--- src/rtl/tcm_pkg.sv ---
package tcm_pkg;
  localparam int DEF_SAMPLE_BITS = 24;
  localparam int DEF_SLOT_BITS   = 32;
  localparam int DEF_LOCAL_CH    = 4;

  function automatic int slot_of(int idx, int slot_bits);
    return idx / slot_bits;
  endfunction

  function automatic int bit_in_slot(int idx, int slot_bits);
    return idx % slot_bits;
  endfunction

  // padding bit after the valid sample bits of a slot
  function automatic bit is_pad(int idx, int slot_bits, int sample_bits);
    return bit_in_slot(idx, slot_bits) >= sample_bits;
  endfunction

  // index into packed local samples for frame bit idx (MSB first)
  function automatic int local_sel(int idx, int slot_bits, int sample_bits);
    return slot_of(idx, slot_bits) * sample_bits + sample_bits - 1
           - bit_in_slot(idx, slot_bits);
  endfunction

  // index into the upstream shift buffer for frame bit idx in the 2nd half
  function automatic int upstream_sel(int idx, int frame_bits);
    return frame_bits - 1 - idx;
  endfunction
endpackage

--- src/rtl/tcm_frame_timer.sv ---
module tcm_frame_timer #(
  parameter int FRAME_BITS = 256,
  parameter int IW         = $clog2(FRAME_BITS)
) (
  input  logic          bclk,
  input  logic          rst_n,
  input  logic          frame_clk,
  output logic [IW-1:0] cur_idx,
  output logic [IW-1:0] next_idx,
  output logic          frame_start,
  output logic          locked
);
  logic          fc_q;
  logic [IW-1:0] cnt;

  assign frame_start = frame_clk & ~fc_q;
  assign cur_idx     = frame_start ? '0 : cnt;
  assign next_idx    = cnt;

  always_ff @(posedge bclk) begin
    if (!rst_n) begin
      fc_q   <= 1'b0;
      cnt    <= '0;
      locked <= 1'b0;
    end else begin
      fc_q <= frame_clk;
      cnt  <= cur_idx + 1'b1;
      if (frame_start) locked <= 1'b1;
    end
  end
endmodule

--- src/rtl/tcm_upstream_buf.sv ---
module tcm_upstream_buf #(
  parameter int HALF_BITS = 128,
  parameter int IW        = 8
) (
  input  logic                 bclk,
  input  logic                 rst_n,
  input  logic [IW-1:0]        cur_idx,
  input  logic                 ser_in,
  output logic [HALF_BITS-1:0] held
);
  logic capture;
  assign capture = int'(cur_idx) < HALF_BITS;

  always_ff @(posedge bclk) begin
    if (!rst_n)       held <= '0;
    else if (capture) held <= {held[HALF_BITS-2:0], ser_in};
  end
endmodule

--- src/rtl/tcm_sample_hold.sv ---
module tcm_sample_hold #(
  parameter int LW         = 96,
  parameter int FRAME_BITS = 256,
  parameter int IW         = 8
) (
  input  logic          bclk,
  input  logic          rst_n,
  input  logic [IW-1:0] cur_idx,
  input  logic [LW-1:0] samples_in,
  output logic [LW-1:0] held
);
  logic last_bit;
  assign last_bit = int'(cur_idx) == FRAME_BITS - 1;

  always_ff @(posedge bclk) begin
    if (!rst_n)        held <= '0;
    else if (last_bit) held <= samples_in;
  end
endmodule

--- src/rtl/tdm_cascade_merger.sv ---
module tdm_cascade_merger #(
  parameter int SAMPLE_BITS = tcm_pkg::DEF_SAMPLE_BITS,
  parameter int SLOT_BITS   = tcm_pkg::DEF_SLOT_BITS,
  parameter int LOCAL_CH    = tcm_pkg::DEF_LOCAL_CH
) (
  input  logic                          bclk,
  input  logic                          rst_n,
  input  logic                          frame_clk,
  input  logic                          tdm_in,
  input  logic [LOCAL_CH*SAMPLE_BITS-1:0] local_samples,
  output logic                          tdm_out
);
  localparam int HALF_BITS  = LOCAL_CH * SLOT_BITS;
  localparam int FRAME_BITS = 2 * HALF_BITS;
  localparam int IW         = $clog2(FRAME_BITS);
  localparam int LW         = LOCAL_CH * SAMPLE_BITS;
  localparam int LSW        = $clog2(LW);
  localparam int USW        = $clog2(HALF_BITS);

  logic [IW-1:0]        cur_idx;
  logic [IW-1:0]        next_idx;
  logic                 frame_start;
  logic                 locked;
  logic [HALF_BITS-1:0] up_buf;
  logic [LW-1:0]        local_q;
  logic [LSW-1:0]       lsel;
  logic [USW-1:0]       usel;
  logic                 pick_local;
  logic                 pad_bit;
  logic                 next_bit;

  tcm_frame_timer #(.FRAME_BITS(FRAME_BITS), .IW(IW)) timer_i (
    .bclk(bclk), .rst_n(rst_n), .frame_clk(frame_clk),
    .cur_idx(cur_idx), .next_idx(next_idx),
    .frame_start(frame_start), .locked(locked)
  );

  tcm_upstream_buf #(.HALF_BITS(HALF_BITS), .IW(IW)) upbuf_i (
    .bclk(bclk), .rst_n(rst_n), .cur_idx(cur_idx),
    .ser_in(tdm_in), .held(up_buf)
  );

  tcm_sample_hold #(.LW(LW), .FRAME_BITS(FRAME_BITS), .IW(IW)) hold_i (
    .bclk(bclk), .rst_n(rst_n), .cur_idx(cur_idx),
    .samples_in(local_samples), .held(local_q)
  );

  // bit for the coming rising edge, chosen from the frame position
  always_comb begin
    pick_local = int'(next_idx) < HALF_BITS;
    pad_bit    = tcm_pkg::is_pad(int'(next_idx), SLOT_BITS, SAMPLE_BITS);
    lsel       = LSW'(tcm_pkg::local_sel(int'(next_idx), SLOT_BITS, SAMPLE_BITS));
    usel       = USW'(tcm_pkg::upstream_sel(int'(next_idx), FRAME_BITS));
    if (pick_local) next_bit = pad_bit ? 1'b0 : local_q[lsel];
    else            next_bit = up_buf[usel];
  end

  always_ff @(negedge bclk) begin
    if (!rst_n) tdm_out <= 1'b0;
    else        tdm_out <= locked & next_bit;
  end
endmodule

--- config.mk ---
export PLATFORM = sky130hd
export DESIGN_NAME = tdm_cascade_merger
export DESIGN_NICKNAME = d
export VERILOG_FILES = /design/src/rtl/tcm_pkg.sv /design/src/rtl/tcm_frame_timer.sv /design/src/rtl/tcm_upstream_buf.sv /design/src/rtl/tcm_sample_hold.sv /design/src/rtl/tdm_cascade_merger.sv
export SDC_FILE = /design/constraint.sdc
export NUM_CORES = 1
export LEC_CHECK = 0
export BUFFER_PORTS_ARGS = -buffer_cell sky130_fd_sc_hd__buf_2
export CORE_MARGIN = 3
export CORE_UTILIZATION = 46
export CTS_CLUSTER_SIZE = 10
export DETAILED_ROUTE_END_ITERATION = 10
export MAX_ROUTING_LAYER = met4
export SLEW_MARGIN = 20
export SYNTH_ARGS = -nofsm -noshare
export SYNTH_HDL_FRONTEND = slang
export SYNTH_HIERARCHICAL = 1
export SYNTH_SLANG_ARGS = --single-unit
export TNS_END_PERCENT = 50
--- constraint.sdc ---
create_clock -name bclk -period 3.5 [get_ports bclk]
set_input_delay 0.175 -clock bclk [delete_from_list [all_inputs] [get_ports bclk]]
set_output_delay 0.175 -clock bclk [all_outputs]
set_load 0.02 [all_outputs]
==> results.md <==
* Clock H-tree levels at 1
* Initial antenna violation count at 0
* Pwr dens at 393 nW/um^2
* Iteration count of the initial detailed-routing pass at 5
* WL final at 25.4 mm
* Worst clock skew at 0.0513 ns
* R2r setup slk at -0.49 ns
* Vias per cell at 5.07
* Fin Hold WS at 0.140 ns
* All-Layer GR Usage at 19.6%
* Critical Path Source Type: flip-flop
* Critical Path RT at 2.20 ns
* Violated checks: negative setup slack
* ANT cells at 0
* Critical path arrival at 2.70 ns
* Cell mode on critical path: inv_2
* Share of layout cells above drive strength 1 at 22.8%
* Die width at 163 um
* Worst-Skew Late Latency at 0.57 ns
* Vias in the first global route at 8413
* Die Footprint at 26600 sq um
* Nets at 1401
* Share of the synthesized area in the top cell type at 41.5%
* RD Place Congestion at 0.762
* Final ANT Viol Nets at 0
* Max Buffers Root-to-Sink at 3
* Hold Crit Class: primary input to flip-flop
* Synthesized instance count at 1055
* Top-level I/O count at 101
* CTS tree: built
* First-pass GRT wire length at 41.8 mm
* Area leader, netlist: dfxtp_1
* Final Max Slew Viols at 0
* Synth unique cells at 49
* Slew margin rel. at 22.7%
* Worst setup EP type: flip-flop
* Post-DP HPWL at 15.5 mm
* Max-Cap Viols at 0
* Slowest cell on crit path: fa_1
* Status: finished, violations left
* Fin util at 59.6%
* Die H at 163 um
* Asr flop ratio synth at 0%
* Synth Flop Type: dfxtp_1
* Site row count at 56
* Setup violations, final at 1
* Final hold vios at 0
* WL per Instance at 15.7 um
* Mean Syn Cell Area at 10.7 sq um
* Synth Warn # at 6
* Slew @ Worst Pin at 1.16 ns
* Leakage at 5.01 nW
* Worst-path cell chain: ha_4, inv_2, fa_1, inv_2, fa_2, xnor2_2, nor2b_1, o211ai_1, o311ai_1, a32o_1
* CP Class: flip-flop to flip-flop
* FF+latch count, synth at 235
* CTS sink count at 235
* RSZ-0062 raised after global routing: yes
* Initial Util at 47.6%
* Sequential element share of the synthesized area at 41.5%
* DP Cell Count at 1485
* Number of flops mapped to enable cells by yosys at 0
* Total grt overflow at 0
* Via count at 8231
* Mapped cell area at 11300 sq um
* Largest net degree at the start of global routing at 270
* Remaining DRCs at 0
* Non-filler cells, final at 1624
* CTS root buf: clkbuf_16
* DR iter-0 viols at 516
* Final worst setup slack at -0.491 ns
* Area contributors post-synth: dfxtp_1, mux2i_1, mux4_2
* Num CTS Buffers at 27
* Post-synthesis net count at 1163
* Reg clk slew, reported paths at 0.05 ns
* IO buf count at 100
* CP max stage delay at 0.50 ns
* CORE AREA at 23800 sq um
* Layout area overhead at 25.3%
* Maximum vdd drop at 0.000287 V
* Max FO, Critical Path at 3
-- synth_stat cells, types with 5 or more instances --
| master | number |
|---|---|
| a22oi_1 | 7 |
| dfxtp_1 | 235 |
| nor2_1 | 10 |
| buf_6 | 9 |
| ha_1 | 5 |
| clkbuf_1 | 27 |
| nand2_1 | 207 |
| mux2i_1 | 236 |
| nor2b_1 | 136 |
| buf_2 | 10 |
| mux4_2 | 56 |
| nand3_1 | 10 |
| a31oi_1 | 7 |
| buf_12 | 13 |
| buf_1 | 10 |
| and2_1 | 11 |
| buf_4 | 7 |
| nand4_1 | 5 |
| inv_1 | 11 |
-- where the power goes --
part	switching (mW)	internal (mW)
sequential	0.00519	2.68
combinational	0.180	0.237
clock	1.04	1.43
-- flip-flops by register name (all words and copies together), names as in the netlist --
signal            cells
timer_i/locked        1
tdm_out               1
upbuf_i/held        128
timer_i/next_idx      8
timer_i/fc_q          1
hold_i/held          96
-- cells in the final DEF, fill, tap and decap left out, types with 2 or more instances in the layout --
cell and instances:
clkbuf_1 9, mux4_2 56, o21ai_0 3, ha_1 2, dfxtp_2 2, clkbuf_16 27
dfxtp_4 2, xnor2_1 2, fa_1 2, nand2_1 207, nor2_1 10, nor2b_1 136
and2_1 10, inv_1 10, buf_4 78, dfxtp_1 231, inv_6 2, a31oi_1 7
a21oi_1 3, nand3_1 10, dlygate4sd3_1 98, mux2i_1 236, nand4_1 5, buf_12 11
buf_2 99, xor2_1 2, a22oi_1 7, o211ai_1 4, ha_4 2, inv_2 5
-- per-layer routing --
metal / part of all wire, % / track usage, % / wire length (um)
met2: 47 / 31.1 / 12000
met4: 2.1 / 4.58 / 530
met3: 3.4 / 2.75 / 866
met5: 0 / - / 0
met1: 47 / 26.7 / 12100
-- final cells by class --
class | instances | area [sq um]
fillers | 2003 | 9620
repair buffers | 287 | 2300
flip-flops and latches | 235 | 4710
well taps | 319 | 399
inverters | 13 | 53.8
clock inverters | 6 | 41.3
multi-input cells | 728 | 5990
clock buffers | 36 | 709
-- repair_timing --
item / CTS / global route
hold buffers: 98 / 0
pin swaps: 2 / 0
endpoints found under the hold margin: 98 / 0
buffers inserted: 0 / 0
resized for setup: 6 / 0
endpoints found under the setup margin: 1 / 1
cloned: 0 / 0
-- critical path, delay by kind of cell, from the launching register on --
family / cells / cell delay, ns
fa+ha+maj: 3 / 1.02
compound gates: 3 / 0.46
flops: 1 / 0.36
xor+xnor: 1 / 0.19
buf+inv: 2 / 0.08
simple gates: 1 / 0.07
-- logic make-up (layout without fill, tap and decap cells) --
family	Yosys count	in the layout	share of synthesized area [%]
and+or+nand+nor	389	389	16.8
AOI/OAI and AO/OA	33	33	2.05
muxes	293	293	32.1
buffers and inverters	92	342	6.09
xor gates and xnor gates	5	5	0.386
DFF	235	235	41.5
adders and majority gates	8	8	1.08
-- per-stage QoR --
stage                     area [sq um]  power (mW)  worst slack (ns)  setup TNS [ns]
after CTS                        14200        5.64            -0.503          -0.503
after detailed placement         12500        3.08            -0.579          -0.579
after global routing             14200        5.78            -0.588          -0.588
final                            14200        5.58            -0.491          -0.491
after global placement           12500        3.08            -0.544          -0.544
after floorplan                  11400        2.93            -0.501          -0.501
-- path summary, 6_finish.rpt --
path | startpoint | endpoint | cells after the start
hold reg to reg | hold_i/held[48] | hold_i/held[48] | 2
hold / removal | rst_n | timer_i/locked | 2
setup / recovery | timer_i/next_idx[6] | tdm_out | 10
setup reg to reg | timer_i/next_idx[6] | tdm_out | 10
(Power assumes the default switching activity.)
